<file path="src/rtl/dzg_pkg.sv">
package dzg_pkg;

    localparam int DZG_EXP_W = 15;
    localparam int DZG_SIG_W = 64;

    typedef enum logic [1:0] {
        OPC_DIV  = 2'd0,
        OPC_RDIV = 2'd1,
        OPC_LOG  = 2'd2,
        OPC_XTR  = 2'd3
    } op_class_e;

    typedef enum logic [1:0] {
        ST_IDLE   = 2'd0,
        ST_MASKED = 2'd1,
        ST_TRAP   = 2'd2
    } dz_state_e;

endpackage

</file>
<file path="src/rtl/dzg_classify.sv">
module dzg_classify #(
    parameter int EXP_W = 15,
    parameter int SIG_W = 64
) (
    input  logic [EXP_W+SIG_W:0] word,
    output logic                 sign,
    output logic                 is_zero,
    output logic                 is_fin_nz
);
    localparam int WORD_W = 1 + EXP_W + SIG_W;

    logic [EXP_W-1:0] exp_f;
    logic [SIG_W-1:0] sig_f;

    always_comb begin
        sign      = word[WORD_W-1];
        exp_f     = word[WORD_W-2:SIG_W];
        sig_f     = word[SIG_W-1:0];
        is_zero   = (exp_f == '0) && (sig_f == '0);
        is_fin_nz = (exp_f != '1) && !is_zero;
    end
endmodule

</file>
<file path="src/rtl/dzg_select.sv">
module dzg_select
    import dzg_pkg::*;
#(
    parameter int EXP_W = 15,
    parameter int SIG_W = 64
) (
    input  op_class_e            op,
    input  logic                 a_sign,
    input  logic                 a_zero,
    input  logic                 a_fnz,
    input  logic                 b_sign,
    input  logic                 b_zero,
    input  logic                 b_fnz,
    output logic                 cond,
    output logic                 two_dst,
    output logic [EXP_W+SIG_W:0] r0,
    output logic [EXP_W+SIG_W:0] r1
);
    localparam int WORD_W = 1 + EXP_W + SIG_W;

    function automatic logic [WORD_W-1:0] inf_word(input logic s);
        return {s, {EXP_W{1'b1}}, 1'b1, {(SIG_W-1){1'b0}}};
    endfunction

    always_comb begin
        cond    = 1'b0;
        two_dst = 1'b0;
        r0      = '0;
        r1      = '0;
        unique case (op)
            OPC_DIV: begin
                cond = a_fnz && b_zero;
                r0   = inf_word(a_sign ^ b_sign);
            end
            OPC_RDIV: begin
                cond = b_fnz && a_zero;
                r0   = inf_word(a_sign ^ b_sign);
            end
            OPC_LOG: begin
                cond = a_fnz && b_zero;
                r0   = inf_word(!a_sign);
            end
            OPC_XTR: begin
                cond    = a_zero;
                two_dst = 1'b1;
                r0      = {a_sign, {(WORD_W-1){1'b0}}};
                r1      = inf_word(1'b1);
            end
        endcase
    end
endmodule

</file>
<file path="src/rtl/dz_default_gen.sv">
module dz_default_gen
    import dzg_pkg::*;
#(
    parameter int EXP_W = DZG_EXP_W,
    parameter int SIG_W = DZG_SIG_W
) (
    input  logic                 clk,
    input  logic                 rst_n,
    input  logic                 in_valid,
    input  logic [1:0]           op_sel,
    input  logic                 dz_mask,
    input  logic [EXP_W+SIG_W:0] opa,
    input  logic [EXP_W+SIG_W:0] opb,
    output logic [EXP_W+SIG_W:0] res0,
    output logic                 res0_we,
    output logic [EXP_W+SIG_W:0] res1,
    output logic                 res1_we,
    output logic                 stk_push,
    output logic                 dz_flag
);
    localparam int WORD_W = 1 + EXP_W + SIG_W;
    localparam int N_OPS  = 2;

    logic [WORD_W-1:0] ops [N_OPS];
    logic [N_OPS-1:0]  op_sign, op_zero, op_fnz;

    assign ops[0] = opa;
    assign ops[1] = opb;

    for (genvar gi = 0; gi < N_OPS; gi++) begin : g_cls
        dzg_classify #(.EXP_W(EXP_W), .SIG_W(SIG_W)) i_cls (
            .word     (ops[gi]),
            .sign     (op_sign[gi]),
            .is_zero  (op_zero[gi]),
            .is_fin_nz(op_fnz[gi])
        );
    end

    op_class_e         op_c;
    logic              cond, two_dst;
    logic [WORD_W-1:0] sel_r0, sel_r1;

    assign op_c = op_class_e'(op_sel);

    dzg_select #(.EXP_W(EXP_W), .SIG_W(SIG_W)) i_sel (
        .op     (op_c),
        .a_sign (op_sign[0]),
        .a_zero (op_zero[0]),
        .a_fnz  (op_fnz[0]),
        .b_sign (op_sign[1]),
        .b_zero (op_zero[1]),
        .b_fnz  (op_fnz[1]),
        .cond   (cond),
        .two_dst(two_dst),
        .r0     (sel_r0),
        .r1     (sel_r1)
    );

    dz_state_e         state_q, state_d;
    logic              two_q;
    logic [WORD_W-1:0] r0_q, r1_q;

    // next-state selection: GO_IDLE / GO_MASKED / GO_TRAP
    always_comb begin
        if (in_valid && cond)
            state_d = dz_mask ? ST_MASKED : ST_TRAP;
        else
            state_d = ST_IDLE;
    end

    always_ff @(posedge clk) begin
        if (!rst_n) state_q <= ST_IDLE;
        else        state_q <= state_d;
    end

    always_ff @(posedge clk) begin
        if (!rst_n || state_d != ST_MASKED) begin
            r0_q  <= '0;
            r1_q  <= '0;
            two_q <= 1'b0;
        end else begin
            r0_q  <= sel_r0;
            r1_q  <= sel_r1;
            two_q <= two_dst;
        end
    end

    always_comb begin
        res0     = r0_q;
        res1     = r1_q;
        res0_we  = 1'b0;
        res1_we  = 1'b0;
        stk_push = 1'b0;
        dz_flag  = 1'b0;
        unique case (state_q)
            ST_IDLE: ;
            ST_MASKED: begin
                dz_flag  = 1'b1;
                res0_we  = 1'b1;
                res1_we  = two_q;
                stk_push = two_q;
            end
            ST_TRAP: dz_flag = 1'b1;
            default: ;
        endcase
    end


    idle_quiet_chk: assert property (@(posedge clk) disable iff (!rst_n)
        !in_valid |=> (!dz_flag && !res0_we && !res1_we));


    trap_no_write_chk: assert property (@(posedge clk) disable iff (!rst_n)
        (in_valid && !dz_mask) |=> (!res0_we && !res1_we && !stk_push));


    zero_by_zero_chk: assert property (@(posedge clk) disable iff (!rst_n)
        (in_valid && op_zero[0] && op_zero[1] && op_sel != 2'd3) |=> !dz_flag);


    div_sign_chk: assert property (@(posedge clk) disable iff (!rst_n)
        (in_valid && dz_mask && op_sel == 2'd0 && op_fnz[0] && op_zero[1])
        |=> (res0_we && res0[WORD_W-1] == ($past(opa[WORD_W-1]) ^ $past(opb[WORD_W-1]))));


    xtr_pair_chk: assert property (@(posedge clk) disable iff (!rst_n)
        res1_we |-> (res0_we && stk_push && res1[WORD_W-1] && res0[WORD_W-2:0] == '0));
endmodule

</file>
<file path="config.mk">
export PLATFORM = sky130hd
export DESIGN_NAME = dz_default_gen
export DESIGN_NICKNAME = d
export VERILOG_FILES = /design/src/rtl/dzg_pkg.sv /design/src/rtl/dzg_classify.sv /design/src/rtl/dzg_select.sv /design/src/rtl/dz_default_gen.sv
export SDC_FILE = /design/constraint.sdc
export NUM_CORES = 1
export LEC_CHECK = 0
export CAP_MARGIN = 10
export CORE_MARGIN = 8
export CORE_UTILIZATION = 37
export DETAILED_ROUTE_END_ITERATION = 16
export PLACE_DENSITY_LB_ADDON = 0.12
export REMOVE_ABC_BUFFERS = 1
export SETUP_SLACK_MARGIN = 0.2
export SKIP_LAST_GASP = 1
export SLEW_MARGIN = 30
export SYNTH_ARGS = -nofsm -noshare
export SYNTH_HDL_FRONTEND = slang
export SYNTH_HIERARCHICAL = 1
export SYNTH_SLANG_ARGS = --single-unit
</file>
<file path="constraint.sdc">
create_clock -name clk -period 1.9 [get_ports clk]
set_clock_uncertainty 0.1 [all_clocks]
set_input_delay 0.19 -clock clk [delete_from_list [all_inputs] [get_ports clk]]
set_output_delay 0.19 -clock clk [all_outputs]
set_load 0.02 [all_outputs]
</file>
==> metrics.txt <==
internal power=around 5.8 mW; Core Region=about 0.016 mm2; count leader, synth=dfxtp_1; combinational fraction of design power=between 5 and 6%; CTS Buffer Depth=2; Post-Syn Instances=roughly 590; worst hold margin=around 0.35 ns; final instance area=between 0.009 and 0.01 mm2; post-synthesis sequential area ratio=a little over half; initial antenna violation count=2; die span in x=~150 um; first-pass GRT wire length=around 26000 um; Vias/cell=3.91; Detailed Route WL=~18000 um; Post-synth top cells=163 x dfxtp_1, 162 x and2_1, 161 x buf_4; drt wl/cell=roughly 16 um; Fin. Hold Viols=0; DR vias=between 4000 and 5000; RePlAce Congestion=approximately 0.9; number of global-route vias before repair=around 4700; Antenna Nets Post-Route=0; Yosys reg bits=~160; Synth async-reset ratio=0%; area of the multi-input gates=0.00230 mm2; CTS tree=done; RSZ-0062 raised after global routing=yes; I/O Pins=330; Nets=1071; GRT Util Overall=16.3%; TNS Setup=0 ns; Die ar.=between 0.02 and 0.025 mm2; post-synth cell types=25; Starting Density=a little under two fifths; status=complete, no violations; Flop pwr share=between 40% and 50%; maximum VDD drop=~0.0006 V; number of flops mapped to enable cells by yosys=0; DP HPWL=roughly 14000 um; critical path data arrival time=slightly above 2 ns; share of the synthesized area in the top cell type=53.0%; syn_area_per_cell=roughly 11 um2; Layout fillers=about 1300; Slew Limit Fails=0; P_sw=1.39 mW; IO buf count=329; Worst-path clk slew=0.06 ns; 1st-iter DRT viols=80; maximum clock rate=551 MHz; final worst path period need=around 1.8 ns; H-tree depth=4; Pwr Total=7.22 mW; PD cells=approximately 730 mW/mm2; # rows=47; Seq. cell area=approximately 0.0033 mm2; dpl cell area=0.00897 mm2; crit path max fanout=9; Post-synth top flop=dfxtp_1; Sw Ratio=19.3%; dominant cell type by area after synthesis=dfxtp_1; area growth from synthesis to final layout=60.4%; gr ovfl total=0; CP required=approximately 2.2 ns; cts bufs inserted=17; largest net degree at the start of global routing=between 50 and 60; First-pass DRT Iterations=4; period utilisation layout=95.6%; Area contributors post-synth=dfxtp_1 53%, buf_4 20%, and2_1 16%; MaxCap Viol Count=0; clock sinks=163; CTS root buf=clkbuf_16; Clock Power Share=47.4%; Leak Pwr=a little under 5 nW; Hold WC Path Type=in -> reg; Setup CP Type=in -> reg; CP Capture Type=flop; Yosys warnings=6; # DRC=0; post-layout util=between 60% and 70%; Setup Viol. Count Final=0; Die H=roughly 150 um; Critical Path Start Type=input pin; layout cells sized above 1=16.5%; Post-Syn Area=0.00616 mm2
state kept, by name, indices dropped and copies added, names as in the netlist:
signal and count:
res1 80, res0 80, state_q 2, two_q 1
final timing paths:
path | startpoint | end | slack (ns) | cells after the start
max | opa[69] | res1[70] | 0.08 | 10
min | in_valid | state_q[1] | 0.35 | 2
layout make-up:
type / count / area share, %
flip-flops and latches: 163 / 33.0
repair buffers: 353 / 34.7
multi-input cells: 365 / 23.2
clock buffers: 20 / 4.42
clock inverters: 10 / 1.62
inverters: 4 / 0.152
well taps: 220 / 2.79
diodes: 1 / 0.0253
worst max-delay path: stages:
cell and delay [ns]:
clkdlybuf4s15_1 0.22, nor4_2 0.35, nand4_1 0.16, nor2_2 0.14
and3_4 0.19, o211ai_1 0.09, o21ai_2 0.08, and4_4 0.34
clkbuf_16 0.18, and2_1 0.12
timing repair:
action,CTS,global route
buffers inserted,1,4
gates resized for setup,158,207
endpoints found under the setup margin,48,54
endpoints found under the hold margin,0,0
gates cloned,0,4
hold buffers,0,0
pin swaps,29,24
per-layer routing:
metal  global-route usage, %  vias up  wire [um]
met4                    8.07        2        722
met5                       0        -          8
met2                    31.7      218       9620
met3                    6.97       42       1410
met1                    13.9     1942       6180
li1                        -     2236          -
stage by stage:
step           instances  setup slack, ns
6_report            1136           0.0842
5_1_grt             1136          0.00128
4_1_cts             1127            0.104
3_5_place_dp        1096           -0.759
3_3_place_gp        1096           -0.633
2_1_floorplan        532            -1.38
power by group through the flow:
stage	Combinational (mW)	Sequential [mW]	Clock, mW
2_1_floorplan	0.0477	3.49	0
3_3_place_gp	0.432	3.49	0
3_5_place_dp	0.437	3.49	0
4_1_cts	0.382	3.42	3.52
5_1_grt	0.421	3.42	3.68
6_report	0.385	3.42	3.42
placed cells by master (no fill, tap or decap), types with 2 or more instances in the layout:
| cell | instances |
|---|---|
| nor4_1 | 3 |
| dfxtp_1 | 163 |
| and2_1 | 158 |
| buf_6 | 3 |
| dlygate4sd2_1 | 46 |
| and4_1 | 2 |
| nand3_1 | 2 |
| bufinv_16 | 4 |
| clkdlybuf4s15_1 | 27 |
| and3_4 | 2 |
| clkinv_4 | 2 |
| nand4_1 | 14 |
| clkbuf_16 | 20 |
| nor4_2 | 34 |
| buf_2 | 3 |
| inv_1 | 4 |
| conb_1 | 126 |
| clkbuf_2 | 42 |
| nor3_2 | 2 |
| nor4_4 | 3 |
| dlymetal6s2s_1 | 67 |
| clkbuf_1 | 3 |
| nor2_2 | 4 |
| clkinv_2 | 3 |
| and2_4 | 4 |
| clkdlybuf4s50_1 | 143 |
| buf_4 | 18 |
cells by family after synthesis:
| logic type | count (synthesis) | synth area share, % |
|---|---|---|
| fa+ha+maj | 1 | 0.203 |
| flops | 163 | 53.0 |
| buf+inv | 183 | 22.2 |
| compound gates | 4 | 0.406 |
| simple gates | 232 | 23.9 |
| mux | 1 | 0.162 |
| xor+xnor | 1 | 0.142 |
| other cells | 1 | 0.0609 |
Note: power is estimated with default switching activity, not from simulation.
